[config.mk]
export PLATFORM = sky130hd
export DESIGN_NAME = target_catch
export DESIGN_NICKNAME = d
export VERILOG_FILES = /design/src/rtl/tc_pkg.sv /design/src/rtl/tc_step_timer.sv /design/src/rtl/tc_lfsr.sv /design/src/rtl/tc_mover.sv /design/src/rtl/tc_button_sync.sv /design/src/rtl/tc_scorer.sv /design/src/rtl/tc_score_display.sv /design/src/rtl/target_catch.sv
export SDC_FILE = /design/constraint.sdc
export NUM_CORES = 1
export LEC_CHECK = 0
export ABC_AREA = 1
export BUFFER_PORTS_ARGS = -buffer_cell sky130_fd_sc_hd__buf_2
export CORE_MARGIN = 8
export CORE_UTILIZATION = 65
export DETAILED_ROUTE_END_ITERATION = 6
export PLACE_DENSITY = 0.85
export SLEW_MARGIN = 20
export SYNTH_ARGS = -nofsm -noshare
export SYNTH_HDL_FRONTEND = slang
export SYNTH_SLANG_ARGS = --single-unit
[constraint.sdc]
create_clock -name clk -period 15.3 [get_ports clk]
set_input_delay 1.53 -clock clk [delete_from_list [all_inputs] [get_ports clk]]
set_output_delay 1.53 -clock clk [all_outputs]
set_load 0.01 [all_outputs]
[src/rtl/tc_pkg.sv]
package tc_pkg;

   typedef enum logic {
      DIR_DOWN = 1'b0,
      DIR_UP   = 1'b1
   } tc_dir_e;

   localparam logic [6:0] TC_SEG_MINUS = 7'h40;
   localparam logic [6:0] TC_SEG_BLANK = 7'h00;

   // digit to active-high pattern, bit order {g,f,e,d,c,b,a}
   function automatic logic [6:0] tc_digit_segs(input logic [3:0] d);
      logic [6:0] s;
      case (d)
         4'd0:    s = 7'h3F;
         4'd1:    s = 7'h06;
         4'd2:    s = 7'h5B;
         4'd3:    s = 7'h4F;
         4'd4:    s = 7'h66;
         4'd5:    s = 7'h6D;
         4'd6:    s = 7'h7D;
         4'd7:    s = 7'h07;
         4'd8:    s = 7'h7F;
         4'd9:    s = 7'h6F;
         default: s = 7'h00;
      endcase
      return s;
   endfunction

endpackage

[src/rtl/tc_step_timer.sv]
module tc_step_timer #(
   parameter int STEP_CYCLES = 16
) (
   input  logic clk,
   input  logic rst_n,
   output logic step_o
);
   localparam int CNT_W = $clog2(STEP_CYCLES);
   localparam logic [CNT_W-1:0] LAST_CNT = CNT_W'(STEP_CYCLES - 1);

   logic [CNT_W-1:0] cnt_q;

   assign step_o = (cnt_q == LAST_CNT);

   always_ff @(posedge clk or negedge rst_n) begin
      if (!rst_n)      cnt_q <= '0;
      else if (step_o) cnt_q <= '0;
      else             cnt_q <= cnt_q + 1'b1;
   end
endmodule

[src/rtl/tc_lfsr.sv]
module tc_lfsr #(
   parameter int              WIDTH     = 16,
   parameter logic [WIDTH-1:0] TAPS     = 16'hB400,
   parameter logic [WIDTH-1:0] SEED     = 16'hACE1,
   parameter int              TEST_BITS = 3
) (
   input  logic clk,
   input  logic rst_n,
   input  logic adv_i,
   output logic flip_o
);
   logic [WIDTH-1:0] state_q;
   logic             fb;

   assign fb     = ^(state_q & TAPS);
   assign flip_o = (state_q[TEST_BITS-1:0] == '0);

   always_ff @(posedge clk or negedge rst_n) begin
      if (!rst_n)     state_q <= SEED;
      else if (adv_i) state_q <= {state_q[WIDTH-2:0], fb};
   end
endmodule

[src/rtl/tc_mover.sv]
module tc_mover
   import tc_pkg::*;
#(
   parameter int N_POS = 8,
   parameter int POS_W = 3
) (
   input  logic             clk,
   input  logic             rst_n,
   input  logic             step_i,
   input  logic             flip_i,
   output logic [POS_W-1:0] pos_o,
   output logic [N_POS-1:0] led_o
);
   localparam logic [POS_W-1:0] LAST_POS = POS_W'(N_POS - 1);

   logic [POS_W-1:0] pos_q;
   tc_dir_e          dir_q, dir_n;

   always_comb begin
      dir_n = dir_q;
      if (pos_q == '0)          dir_n = DIR_UP;
      else if (pos_q == LAST_POS) dir_n = DIR_DOWN;
      else if (flip_i)          dir_n = (dir_q == DIR_UP) ? DIR_DOWN : DIR_UP;
   end

   always_ff @(posedge clk or negedge rst_n) begin
      if (!rst_n) begin
         pos_q <= '0;
         dir_q <= DIR_UP;
      end else if (step_i) begin
         dir_q <= dir_n;
         pos_q <= (dir_n == DIR_UP) ? pos_q + 1'b1 : pos_q - 1'b1;
      end
   end

   assign pos_o = pos_q;

   for (genvar i = 0; i < N_POS; i++) begin : g_led
      assign led_o[i] = (pos_q == POS_W'(i));
   end
endmodule

[src/rtl/tc_button_sync.sv]
module tc_button_sync #(
   parameter int N_BTN  = 8,
   parameter int STAGES = 2
) (
   input  logic             clk,
   input  logic             rst_n,
   input  logic [N_BTN-1:0] btn_i,
   output logic [N_BTN-1:0] rise_o
);
   logic [STAGES-1:0][N_BTN-1:0] chain_q;
   logic [N_BTN-1:0]             prev_q;

   always_ff @(posedge clk or negedge rst_n) begin
      if (!rst_n) begin
         chain_q <= '0;
         prev_q  <= '0;
      end else begin
         chain_q <= {chain_q[STAGES-2:0], btn_i};
         prev_q  <= chain_q[STAGES-1];
      end
   end

   assign rise_o = chain_q[STAGES-1] & ~prev_q;
endmodule

[src/rtl/tc_scorer.sv]
module tc_scorer #(
   parameter int N_POS     = 8,
   parameter int POS_W     = 3,
   parameter int SCORE_W   = 8,
   parameter int SCORE_LIM = 99
) (
   input  logic                      clk,
   input  logic                      rst_n,
   input  logic [N_POS-1:0]          rise_i,
   input  logic [POS_W-1:0]          pos_i,
   input  logic                      step_i,
   output logic signed [SCORE_W-1:0] score_o
);
   localparam logic signed [SCORE_W-1:0] TOP_V = SCORE_W'(SCORE_LIM);
   localparam logic signed [SCORE_W-1:0] BOT_V = SCORE_W'(-SCORE_LIM);

   logic signed [SCORE_W-1:0] score_q;
   logic                      taken_q;
   logic                      press, hit;

   assign press = |rise_i;
   assign hit   = rise_i[pos_i];

   always_ff @(posedge clk or negedge rst_n) begin
      if (!rst_n) begin
         score_q <= '0;
         taken_q <= 1'b0;
      end else begin
         if (press && !taken_q) begin
            if (hit) begin
               if (score_q != TOP_V) score_q <= score_q + 1'b1;
            end else if (score_q != BOT_V) begin
               score_q <= score_q - 1'b1;
            end
         end
         if (step_i)     taken_q <= 1'b0;
         else if (press) taken_q <= 1'b1;
      end
   end

   assign score_o = score_q;
endmodule

[src/rtl/tc_score_display.sv]
module tc_score_display
   import tc_pkg::*;
#(
   parameter int SCORE_W        = 8,
   parameter bit SEG_ACTIVE_LOW = 1'b0
) (
   input  logic signed [SCORE_W-1:0] score_i,
   output logic [6:0]                seg_sign_o,
   output logic [6:0]                seg_tens_o,
   output logic [6:0]                seg_ones_o
);
   logic [3:0] tens_d, ones_d;
   logic [6:0] sign_raw, tens_raw, ones_raw;

   always_comb begin : p_split
      int mag;
      int tens;
      mag    = score_i[SCORE_W-1] ? -int'(score_i) : int'(score_i);
      tens   = mag / 10;
      tens_d = 4'(tens);
      ones_d = 4'(mag - tens * 10);
   end

   assign sign_raw = score_i[SCORE_W-1] ? TC_SEG_MINUS : TC_SEG_BLANK;
   assign tens_raw = tc_digit_segs(tens_d);
   assign ones_raw = tc_digit_segs(ones_d);

   if (SEG_ACTIVE_LOW) begin : g_low
      assign seg_sign_o = ~sign_raw;
      assign seg_tens_o = ~tens_raw;
      assign seg_ones_o = ~ones_raw;
   end else begin : g_high
      assign seg_sign_o = sign_raw;
      assign seg_tens_o = tens_raw;
      assign seg_ones_o = ones_raw;
   end
endmodule

[src/rtl/target_catch.sv]
module target_catch #(
   parameter int              N_POS          = 8,
   parameter int              STEP_CYCLES    = 12_500_000,
   parameter int              LFSR_W         = 16,
   parameter logic [LFSR_W-1:0] LFSR_TAPS    = 16'hB400,
   parameter logic [LFSR_W-1:0] LFSR_SEED    = 16'hACE1,
   parameter int              FLIP_BITS      = 3,
   parameter int              SYNC_STAGES    = 2,
   parameter int              SCORE_W        = 8,
   parameter int              SCORE_LIM      = 99,
   parameter bit              SEG_ACTIVE_LOW = 1'b0
) (
   input  logic             clk,
   input  logic             rst_n,
   input  logic [N_POS-1:0] btn_i,
   output logic [N_POS-1:0] led_o,
   output logic [6:0]       seg_sign_o,
   output logic [6:0]       seg_tens_o,
   output logic [6:0]       seg_ones_o
);
   localparam int POS_W = $clog2(N_POS);

   if (N_POS < 3)                        begin : g_bad_pos   $error("N_POS must be at least 3"); end
   if (STEP_CYCLES < 4)                  begin : g_bad_step  $error("STEP_CYCLES must be at least 4"); end
   if (SYNC_STAGES < 2)                  begin : g_bad_sync  $error("SYNC_STAGES must be at least 2"); end
   if (FLIP_BITS < 1 || FLIP_BITS >= LFSR_W) begin : g_bad_flip $error("FLIP_BITS out of range"); end
   if (LFSR_SEED == '0)                  begin : g_bad_seed  $error("LFSR_SEED must be nonzero"); end
   if (SCORE_LIM > 99)                   begin : g_bad_lim   $error("SCORE_LIM exceeds two digits"); end
   if (SCORE_LIM >= (1 << (SCORE_W - 1))) begin : g_bad_sw   $error("SCORE_W too narrow for SCORE_LIM"); end

   logic                      step_w;
   logic                      flip_w;
   logic [POS_W-1:0]          pos_w;
   logic [N_POS-1:0]          rise_w;
   logic signed [SCORE_W-1:0] score_w;

   tc_step_timer #(.STEP_CYCLES(STEP_CYCLES)) u_timer (
      .clk(clk), .rst_n(rst_n), .step_o(step_w));

   tc_lfsr #(.WIDTH(LFSR_W), .TAPS(LFSR_TAPS), .SEED(LFSR_SEED), .TEST_BITS(FLIP_BITS)) u_lfsr (
      .clk(clk), .rst_n(rst_n), .adv_i(step_w), .flip_o(flip_w));

   tc_mover #(.N_POS(N_POS), .POS_W(POS_W)) u_mover (
      .clk(clk), .rst_n(rst_n), .step_i(step_w), .flip_i(flip_w),
      .pos_o(pos_w), .led_o(led_o));

   tc_button_sync #(.N_BTN(N_POS), .STAGES(SYNC_STAGES)) u_sync (
      .clk(clk), .rst_n(rst_n), .btn_i(btn_i), .rise_o(rise_w));

   tc_scorer #(.N_POS(N_POS), .POS_W(POS_W), .SCORE_W(SCORE_W), .SCORE_LIM(SCORE_LIM)) u_score (
      .clk(clk), .rst_n(rst_n), .rise_i(rise_w), .pos_i(pos_w), .step_i(step_w),
      .score_o(score_w));

   tc_score_display #(.SCORE_W(SCORE_W), .SEG_ACTIVE_LOW(SEG_ACTIVE_LOW)) u_disp (
      .score_i(score_w), .seg_sign_o(seg_sign_o), .seg_tens_o(seg_tens_o), .seg_ones_o(seg_ones_o));
endmodule

Word level (Yosys, flattened, before mapping):

Memories as Yosys holds them, arrays and structs flattened.
Index checks and enable logic that the tools add are counted.

* bitwise operators: 2
* reduce and logical (&&, ||, !) cells: 9
* add/subtract/negate cells: 7
* multipliers: 1
* div/mod/pow operators: 1
* eq/ne operators: 11
* mux-type cells: 15
* magnitude comparators: 1

Operators by type and width (count)
* $div 32x5->32 const B: 1
* $mul 32x4->3 const B: 1
* $mux 32: 1
* $neg 8->32: 1
* $add 24x1->24 const B: 1
* $eq 24x24->1 const B: 1
* $mux 24: 1
* $mux 8: 3
* $ne 8x8->1 const B: 2
* $reduce_xor 16->1: 1
* $eq 3x3->1 const B: 4
* $add 8x1->8 const B: 1
* $and 8x8->8: 1
* $not 8->8: 1
* $reduce_or 8->1: 1
* $sub 8x1->8 const B: 1
* $mux 1: 7
* $mux 7: 1
* $eq 3x2->1 const B: 2
* $logic_not 3->1: 2
* $lt 3x4->1 const B: 1
* $reduce_bool 2->1: 2
* $sub 4x4->4: 1
* $add 3x1->3 const B: 1
* 8 further kinds: 8

* ROM bits: 224
* register bits: 77
* input port bits: 10
* logic and storage cells: 58
* output and inout bits: 29
* memories: 2

Memory list
* (no name shown): depth 16, width 7, rd ports 1, clocked after Yosys merged registers in 0, write ports 0, RTL line tc_pkg.sv:14 `case (d)`
* (no name shown): depth 16, width 7, rd ports 1, clocked after Yosys merged registers in 0, write ports 0, RTL line tc_pkg.sv:14

Logic depth before layout (Yosys ltp):

Gate-level depths: netlist (run 1).

* word-level depth: 6
* gate-level depth with buffers: 33
* gate-level depth less buffers: 32

Hierarchy:

From an unflattened synthesis (run 1), not the netlist that was laid out.

* cell total of the unflattened synthesis: 672
* area total of the unflattened synthesis: 5236.3 µm²

Modules (own cells, without submodules)
* tc_step_timer: area each 1425.1 µm², cells each 197, times used 1, sequential area each 600.6 µm²
* tc_score_display: area each 1221.2 µm², cells each 194, times used 1, sequential area each 0.0 µm²
* tc_scorer: area each 823.3 µm², cells each 115, times used 1, sequential area each 225.2 µm²
* tc_lfsr: area each 718.2 µm², cells each 77, times used 1, sequential area each 410.4 µm²
* tc_button_sync: area each 680.7 µm², cells each 40, times used 1, sequential area each 600.6 µm²
* tc_mover: area each 367.9 µm², cells each 49, times used 1, sequential area each 101.3 µm²

Worst setup path after synthesis (run 1):

OpenSTA, ideal clock, no wires.

* kind: register to output
* start point: reg u_score.score_q[0] (netlist: u_score.score_o[0])
* end point: out seg_ones_o[0]
* cell stages (with the launch flop): 30
* path buffers: 1
* arrival: 4.456 ns
* path slack: 9.314 ns
* required time: 13.770 ns
* path through: dfrtp_1 inv_1 ha_1 nand3_2 nand2_2 nand2_4 nand3_1 a21o_1 nand3_2 nand2_2 nand2_2 buf_6 nand2_4 nand2_4 inv_1 ha_1 nand2_1 nand3b_1 nand4_4 nand2_2 nand2_2 nor2_4 nand2_4 ha_1 fa_1 inv_1 or2_2 o21ai_0 nand3_1 nand2_1

* word-level cells in the longest chain between the ends: 6

RTL lines
* start, declared: RTL line tc_scorer.sv:17 `logic signed [SCORE_W-1:0] score_q;`
* start signal, assigned: RTL line tc_scorer.sv:31 `if (score_q != TOP_V) score_q <= score_q + 1'b1;`
* start signal, assigned: RTL line tc_scorer.sv:33 `score_q <= score_q - 1'b1;`
* $neg 8->32: RTL line tc_score_display.sv:18 `mag = score_i[SCORE_W-1] ? -int'(score_i) : int'(score_i);`
* $mux 32 (*): RTL line tc_score_display.sv:18
* $div 32x5->32: RTL line tc_score_display.sv:19 `tens = mag / 10;`
* $mul 32x4->3: RTL line tc_score_display.sv:21 `ones_d = 4'(mag - tens * 10);`
* $sub 4x4->4 (*): RTL line tc_score_display.sv:21
* $mem_v2 16x7 (*)
* end, declared: RTL line target_catch.sv:19 `output logic [6:0] seg_ones_o`

Every way passes the cells marked *; elsewhere a longest branch is shown, timed or not.

Final worst setup path (run 1):

* start point: reg u_score.score_q[0] (netlist: u_score.score_o[0])
* end point: out seg_ones_o[3]

Same word-level chain as after synthesis.

==> metrics.cfg, run 1 <==
[finish]
layout.nets = 683
final_cells = 741
seq_area_mm2 = 0.00194
area_growth_pct = 8.62
final_common_cell = nand2_1
multi_input_area_mm2 = 0.00249
layout-drive-gt1-share = 0.167
fin_util = 0.728
final_cell_mix = nand2_1 (124), inv_1 (85), dfrtp_1 (68)
fill_cells = 536
final_cell_area_mm2 = 0.00528
diodes = 0

[pwr]
power_frac_clock = 0.266
pwr-share-comb = 0.377
power.internal_uw = 373
switching_power_uw = 224
cellPowerDensity_mw_per_mm2 = 113
p_leak_nw = 2.70
switching_share = 0.376
power.total_uw = 597
p_seq_frac = 0.357
peakVddDrop_v = 0.0000579

[detailed_routing]
firstDrtPassIters = 5
drtIter0Drc = 145
totalWireLength_um = 9650
ant_nets = 0
met1_length_um = 4000
wire_per_inst_um = 13.0
num_vias = 4026
via_per_inst = 5.43
met3WireLength_um = 420
drc = 0
dr_wl_met2_um = 5020
highest_layer = met4

[synthesis]
synth-seq-area-share = 0.399
yosys_warnings = 0
synth_edf_count = 0
synth-seq-cells = 77
ys.flop_type = dfrtp_1
syn_avg_cell_area_um2 = 8.06
async_reset_ff_frac = 1.00
postSynthCellCount = 603
syn-cell-area_mm2 = 0.00486
yosysUniqueCellTypes = 45

[die]
core_mm2 = 0.00725
start_util = 0.670
die_area_mm2 = 0.0105
rows = 31
pin_count = 39
die_x_um = 102
fp.dieH_um = 102

[placed_design]
gp_congestion = 0.840
dpl.hpwl_um = 7120
place_inst = 725
portBuffers = 32
post-place-ws_ns = 8.66
dpl_cell_area_mm2 = 0.00507

[sta]
slew_headroom = 0.376
fin_tns_setup_ns = 0
hold_ws_ns = 0.353
tightest_slew_ns = 0.936
fin_crit_sh = 0.461
layout_setup_ws_ns = 8.24
fin_crit_ns = 7.06
setup_viol = 0
rsz0062_at_grt = no
slew_violations = 0
worst_clock_skew_ns = 0.0118
finalHoldViolations = 0
max_freq_mhz = 142

[grt]
track_usage = 0.200
grt_max_degree = 78
grt_pass1_vias = 4144
antenna_found_initial = 0
grt_pass1_wl_um = 17000
grt-ovfl-total = 0

[setup_path]
cp_max_fo = 11
cp-end-kind = output port
cp.arrival_ns = 5.53
cpLargestDelayFamily = simple AND/OR/NAND/NOR gates
crit_path_top_delay_cell = dfrtp_1
critPathKind = flip-flop to output port
slowest_delay_ns = 0.52
required_ns = 13.77
cpMostUsedCell = nand2_1
cp-start-kind = flip-flop
critPathBufInv = 5

[clock_tree]
clk_path_buf_depth = 2
htreeDepth = 3
cts.clk_slew.worst_paths_ns = 0.08
cts_tree = built
cts_resized = 0
cts_sinks = 77
cts_buffers = 9
ctsHoldBuffers = 0
cts_setup_buffers = 0
insertion_delay_ns = 0.36
cts-root-buf = clkbuf_8

[outcome]
outcome = finished clean

[worst_hold_path]
hold_path.class = flip-flop to flip-flop

[job]
cap_violations = 0

## registers in the layout, indices dropped and copies added, names as in the netlist
name,flops
u_timer.cnt_q,24
u_lfsr.state_q,16
u_sync.chain_q,16
u_score.score_o,8
u_sync.prev_q,8
u_mover.pos_o,3
u_mover.dir_q,1
u_score.taken_q,1
## worst reg2reg max path, cell delays in order, from the launching register on
cell and delay [ns]:
dfrtp_1 0.48, inv_1 0.24, o21ai_0 0.14, o221ai_1 0.19
nand2_1 0.28, ha_1 0.43, a21oi_1 0.14, nand2_1 0.09
a21oi_1 0.14, nor2_1 0.05, nor2_1 0.14, inv_1 0.06
a21oi_1 0.13, inv_1 0.06, a21oi_1 0.12, inv_1 0.06
o21ai_0 0.13, a21oi_1 0.08, xor2_1 0.17
## final timing paths
check	depth (start not counted)	slack, ns	from	endpoint
max	31	8.24	u_score.score_o[0]	seg_ones_o[3]
min	0	0.35	u_sync.chain_q[0]	u_sync.chain_q[8]
max reg2reg	18	12.05	u_mover.pos_o[0]	u_score.score_o[7]
min reg2reg	0	0.35	u_sync.chain_q[0]	u_sync.chain_q[8]
max in group asynchronous	1	13.39	rst_n	u_score.score_o[6]
min in group asynchronous	1	1.29	rst_n	u_lfsr.state_q[12]
## final cells by class
class | count | area share
Multi-Input combinational cell | 423 | 0.471
Sequential cell | 77 | 0.367
Timing Repair Buffer | 33 | 0.0322
Tap cell | 99 | 0.0235
Inverter | 93 | 0.0666
Clock buffer | 10 | 0.0261
Clock inverter | 6 | 0.0133
## cell families after synthesis
group           synth area share
simple gates               0.288
buf+inv                   0.0932
xor+xnor                  0.0342
compound gates            0.0890
flops                      0.399
fa+ha+maj                 0.0957
other cells             0.000771
## metal layers
metal,vias to the layer above,track usage
li1,1997,-
met1,1888,0.215
met2,119,0.366
met3,22,0.0405
met4,0,0.0982
met5,-,0
## synthesized netlist by cell type (2+ instances only)
cell | n | area [um2]
dfrtp_1 | 68 | 1700
nand3_2 | 7 | 70.1
o211ai_1 | 2 | 15.0
inv_2 | 6 | 22.5
fa_1 | 2 | 40.0
nand3b_1 | 3 | 22.5
nor2_1 | 52 | 195
nand2_4 | 7 | 78.8
nand2_1 | 124 | 465
nand2_2 | 10 | 62.6
dfstp_2 | 9 | 236
nand4_1 | 11 | 68.8
nor4_1 | 10 | 62.6
buf_4 | 8 | 60.1
nand3_1 | 34 | 170
or2_2 | 5 | 31.3
buf_6 | 2 | 22.5
nor3_1 | 10 | 50.1
o21ai_0 | 44 | 220
nor3_2 | 3 | 30.0
xnor2_1 | 6 | 52.6
a21oi_1 | 19 | 95.1
a31oi_1 | 4 | 25.0
clkbuf_1 | 5 | 18.8
ha_1 | 34 | 425
nor2_4 | 3 | 33.8
inv_1 | 85 | 319
xor2_1 | 13 | 114
## power by group through the flow
stage / clock (mW) / combinational, mW / sequential [mW]
finish: 0.159 / 0.225 / 0.213
global placement: 0 / 0.217 / 0.216
floorplan: 0 / 0.168 / 0.215
global route: 0.171 / 0.254 / 0.213
CTS: 0.163 / 0.227 / 0.213
detailed placement: 0 / 0.225 / 0.217
No activity file was read; power rests on OpenSTA's default activity.
==> run 2: changes to the inputs <==
ABC_AREA = 0   (was 1)
CORE_UTILIZATION = 54   (was 65)
PLACE_DENSITY = 0.75   (was 0.85)
clock period = 6.25 ns   (was 15.3 ns; I/O delays follow)
==> metrics.cfg, run 2 <==
[sta]
fin_crit_ns = 5.88
fin_crit_sh = 0.941
tightest_slew_ns = 0.917  ; was 0.936 ns
rsz0062_at_grt = no  ; unchanged
finalHoldViolations = 0  ; unchanged
max_freq_mhz = 170
slew_headroom = 0.388  ; was 0.376
worst_clock_skew_ns = 0.0122  ; was 0.0118 ns
setup_viol = 0  ; unchanged
fin_tns_setup_ns = 0  ; unchanged
slew_violations = 0  ; unchanged

[synthesis]
synth_commonest_cells = dfrtp_1 (68), nor2_1 (38), ha_1 (34)  ; was nand2_1 (124), inv_1 (85), dfrtp_1 (68)
synth-seq-area-share = 0.414  ; was 0.399
postSynthCellCount = 448  ; was 603
yosys.area.top_type = dfrtp_1  ; unchanged
ys.flop_type = dfrtp_1  ; unchanged
synth_edf_count = 0  ; unchanged
synth-seq-cells = 77  ; unchanged
async_reset_ff_frac = 1.00  ; unchanged
synth_top_area_share = 0.363  ; was 0.350
yosys_warnings = 0  ; unchanged
ys_top_cells_by_area = dfrtp_1 (36%), ha_1 (9.1%), dfstp_2 (5.1%)  ; was dfrtp_1 (35%), nand2_1 (9.6%), ha_1 (8.7%)
syn-cell-area_mm2 = 0.00468  ; was 0.00486 mm2
yosysMostFrequentCell = dfrtp_1  ; was nand2_1
syn_avg_cell_area_um2 = 10.5  ; was 8.06 um2
yosysUniqueCellTypes = 69  ; was 45

[clock_tree]
cts_setup_buffers = 0  ; unchanged
cts_buffers = 9  ; unchanged
insertion_delay_ns = 0.34  ; was 0.36 ns
cts_resized = 0  ; unchanged
cts-root-buf = clkbuf_8  ; unchanged
ctsHoldBuffers = 0  ; unchanged
cts_tree = built  ; unchanged
htreeDepth = 3  ; unchanged
cts_sinks = 77  ; unchanged
cts.clk_slew.worst_paths_ns = 0.09  ; was 0.08 ns
clk_path_buf_depth = 2  ; unchanged

[detailed_routing]
drc = 0  ; unchanged
wire_per_inst_um = 13.8  ; was 13.0 um
num_vias = 3190  ; was 4026
firstDrtPassIters = 4  ; was 5
via_per_inst = 5.41  ; was 5.43
drtIter0Drc = 163  ; was 145
totalWireLength_um = 8170  ; was 9650 um
ant_nets = 0  ; unchanged

[setup_path]
rr_startpoint = u_mover.pos_o[0]  ; unchanged
cp-start-kind = flip-flop  ; unchanged
critPathKind = flip-flop to output port  ; unchanged
ff2ff_path_depth = 12  ; was 18
cp.arrival_ns = 5.26  ; was 5.53 ns
cp-end-kind = output port  ; unchanged
cp_max_fo = 12  ; was 11
required_ns = 5.62  ; was 13.77 ns
crit_path_start = u_score.score_o[0]  ; unchanged

[finish]
final_cell_mix = dfrtp_1 (68), nor2_1 (38), ha_1 (34)  ; was nand2_1 (124), inv_1 (85), dfrtp_1 (68)
largest_reg_flops = 24  ; unchanged
layout-drive-gt1-share = 0.205  ; was 0.167
fill_cells = 711  ; was 536
diodes = 0  ; unchanged
final_common_cell = dfrtp_1  ; was nand2_1
seq_area_mm2 = 0.00194  ; unchanged
layout.nets = 523  ; was 683
final_cell_area_mm2 = 0.00506  ; was 0.00528 mm2
regMostFlops = u_timer.cnt_q  ; unchanged
multi_input_area_mm2 = 0.00255  ; was 0.00249 mm2
area_growth_pct = 8.02  ; was 8.62%
top_regs = u_timer.cnt_q: 24 flops, u_lfsr.state_q: 16 flops, u_sync.chain_q: 16 flops  ; unchanged

[die]
die_area_mm2 = 0.0119  ; was 0.0105 mm2
core_mm2 = 0.00855  ; was 0.00725 mm2
start_util = 0.548  ; was 0.670
fp.dieH_um = 109  ; was 102 um
pin_count = 39  ; unchanged
rows = 34  ; was 31
die_x_um = 109  ; was 102 um

[job]
cap_violations = 0  ; unchanged

[worst_hold_path]
hold_depth = 0  ; unchanged
hold_path.class = flip-flop to flip-flop  ; unchanged
holdCritStartpoint = u_sync.chain_q[1]  ; was u_sync.chain_q[0]

[placed_design]
gp_congestion = 0.820  ; was 0.840
dpl_cell_area_mm2 = 0.00488  ; was 0.00507 mm2
portBuffers = 32  ; unchanged
dpl.hpwl_um = 6040  ; was 7120 um

[pwr]
switching_power_uw = 375  ; was 224 uW
power.internal_uw = 802  ; was 373 uW
p_seq_frac = 0.442  ; was 0.357
cellPowerDensity_mw_per_mm2 = 233  ; was 113 mW/mm2
pwr-share-comb = 0.275  ; was 0.377
switching_share = 0.319  ; was 0.376
peakVddDrop_v = 0.000241  ; was 0.0000579 V
p_leak_nw = 2.42  ; was 2.70 nW
power_frac_clock = 0.282  ; was 0.266

[grt]
antenna_found_initial = 0  ; unchanged
grt_pass1_wl_um = 14600  ; was 17000 um
grt_max_degree = 78  ; unchanged
grt_pass1_vias = 3265  ; was 4144
track_usage = 0.150  ; was 0.200
grt-ovfl-total = 0  ; unchanged

[outcome]
outcome = finished clean  ; unchanged

## run 2: changes by cell type after synthesis, moves of 10 or more
cell     change
o21ai_0     -28
nor4_1      -10
mux2_2      +20
inv_1       -68
xnor2_1     +17
nor2_1      -14
nand2_2     -10
nand3_1     -18
nand2_1     -91
nor2b_1     +14
## run 2: final timing paths
kind / endpoint / slack (ns)
setup / recovery: seg_ones_o[5] / 0.37
hold / removal: u_sync.chain_q[9] / 0.35
setup reg to reg: u_score.score_o[7] / 2.56
hold reg to reg: u_sync.chain_q[9] / 0.35
max in group asynchronous: u_sync.prev_q[7] / 5.23
min in group asynchronous: u_timer.cnt_q[23] / 0.41
## run 2: area by class of cell
class / instances / area share
Timing Repair Buffer: 35 / 0.0366
Tap cell: 108 / 0.0267
Clock inverter: 6 / 0.00767
Inverter: 18 / 0.0134
Multi-Input combinational cell: 336 / 0.505
Clock buffer: 10 / 0.0272
Sequential cell: 77 / 0.383
## run 2: routing by layer
metal  track usage  routed length, um  share of wire  up-vias
li1              -                  -              -     1589
met5             0                  0              0        -
met2         0.251               3900           0.48       51
met4        0.0459                103          0.013        0
met3        0.0307                361          0.044        9
met1         0.191               3800           0.47     1541
## run 2: through the flow
stage,hold slack (ns),worst slack (ns),power [mW],std cells,util
2_1_floorplan,0.329,1.23,0.767,453,-
3_3_place_gp,0.333,0.857,0.847,574,0.570
3_5_place_dp,0.339,0.634,0.857,574,0.570
4_1_cts,0.356,0.241,1.19,590,0.591
5_1_grt,0.359,0.0346,1.25,590,0.591
6_report,0.353,0.369,1.18,590,0.591
## run 2: logic make-up after synthesis
logic type / share of synthesized area
compound gates: 0.107
xor+xnor: 0.0895
fa+ha+maj: 0.0994
buf+inv: 0.0465
flops: 0.414
mux: 0.0684
other cells: 0.000801
simple gates: 0.174
## run 2: critical path: stages, from the launching register on
cell,delay [ns]
dfrtp_1,0.55
inv_1,0.28
ha_1,0.27
or3b_1,0.54
xor2_1,0.23
a22oi_4,0.28
mux2i_1,0.15
o21ai_2,0.27
ha_1,0.29
a32oi_2,0.20
a32oi_2,0.20
ha_1,0.24
fa_1,0.40
xnor2_2,0.27
xnor2_4,0.14
or3_1,0.34
o211ai_1,0.09
buf_2,0.16
## run 2: power by group through the flow
| stage | logic (mW) | clock network [mW] | registers [mW] |
|---|---|---|---|
| finish | 0.324 | 0.332 | 0.521 |
| global route | 0.366 | 0.364 | 0.523 |
| CTS | 0.327 | 0.343 | 0.521 |
| detailed placement | 0.326 | 0 | 0.531 |
| global placement | 0.317 | 0 | 0.530 |
| floorplan | 0.244 | 0 | 0.523 |
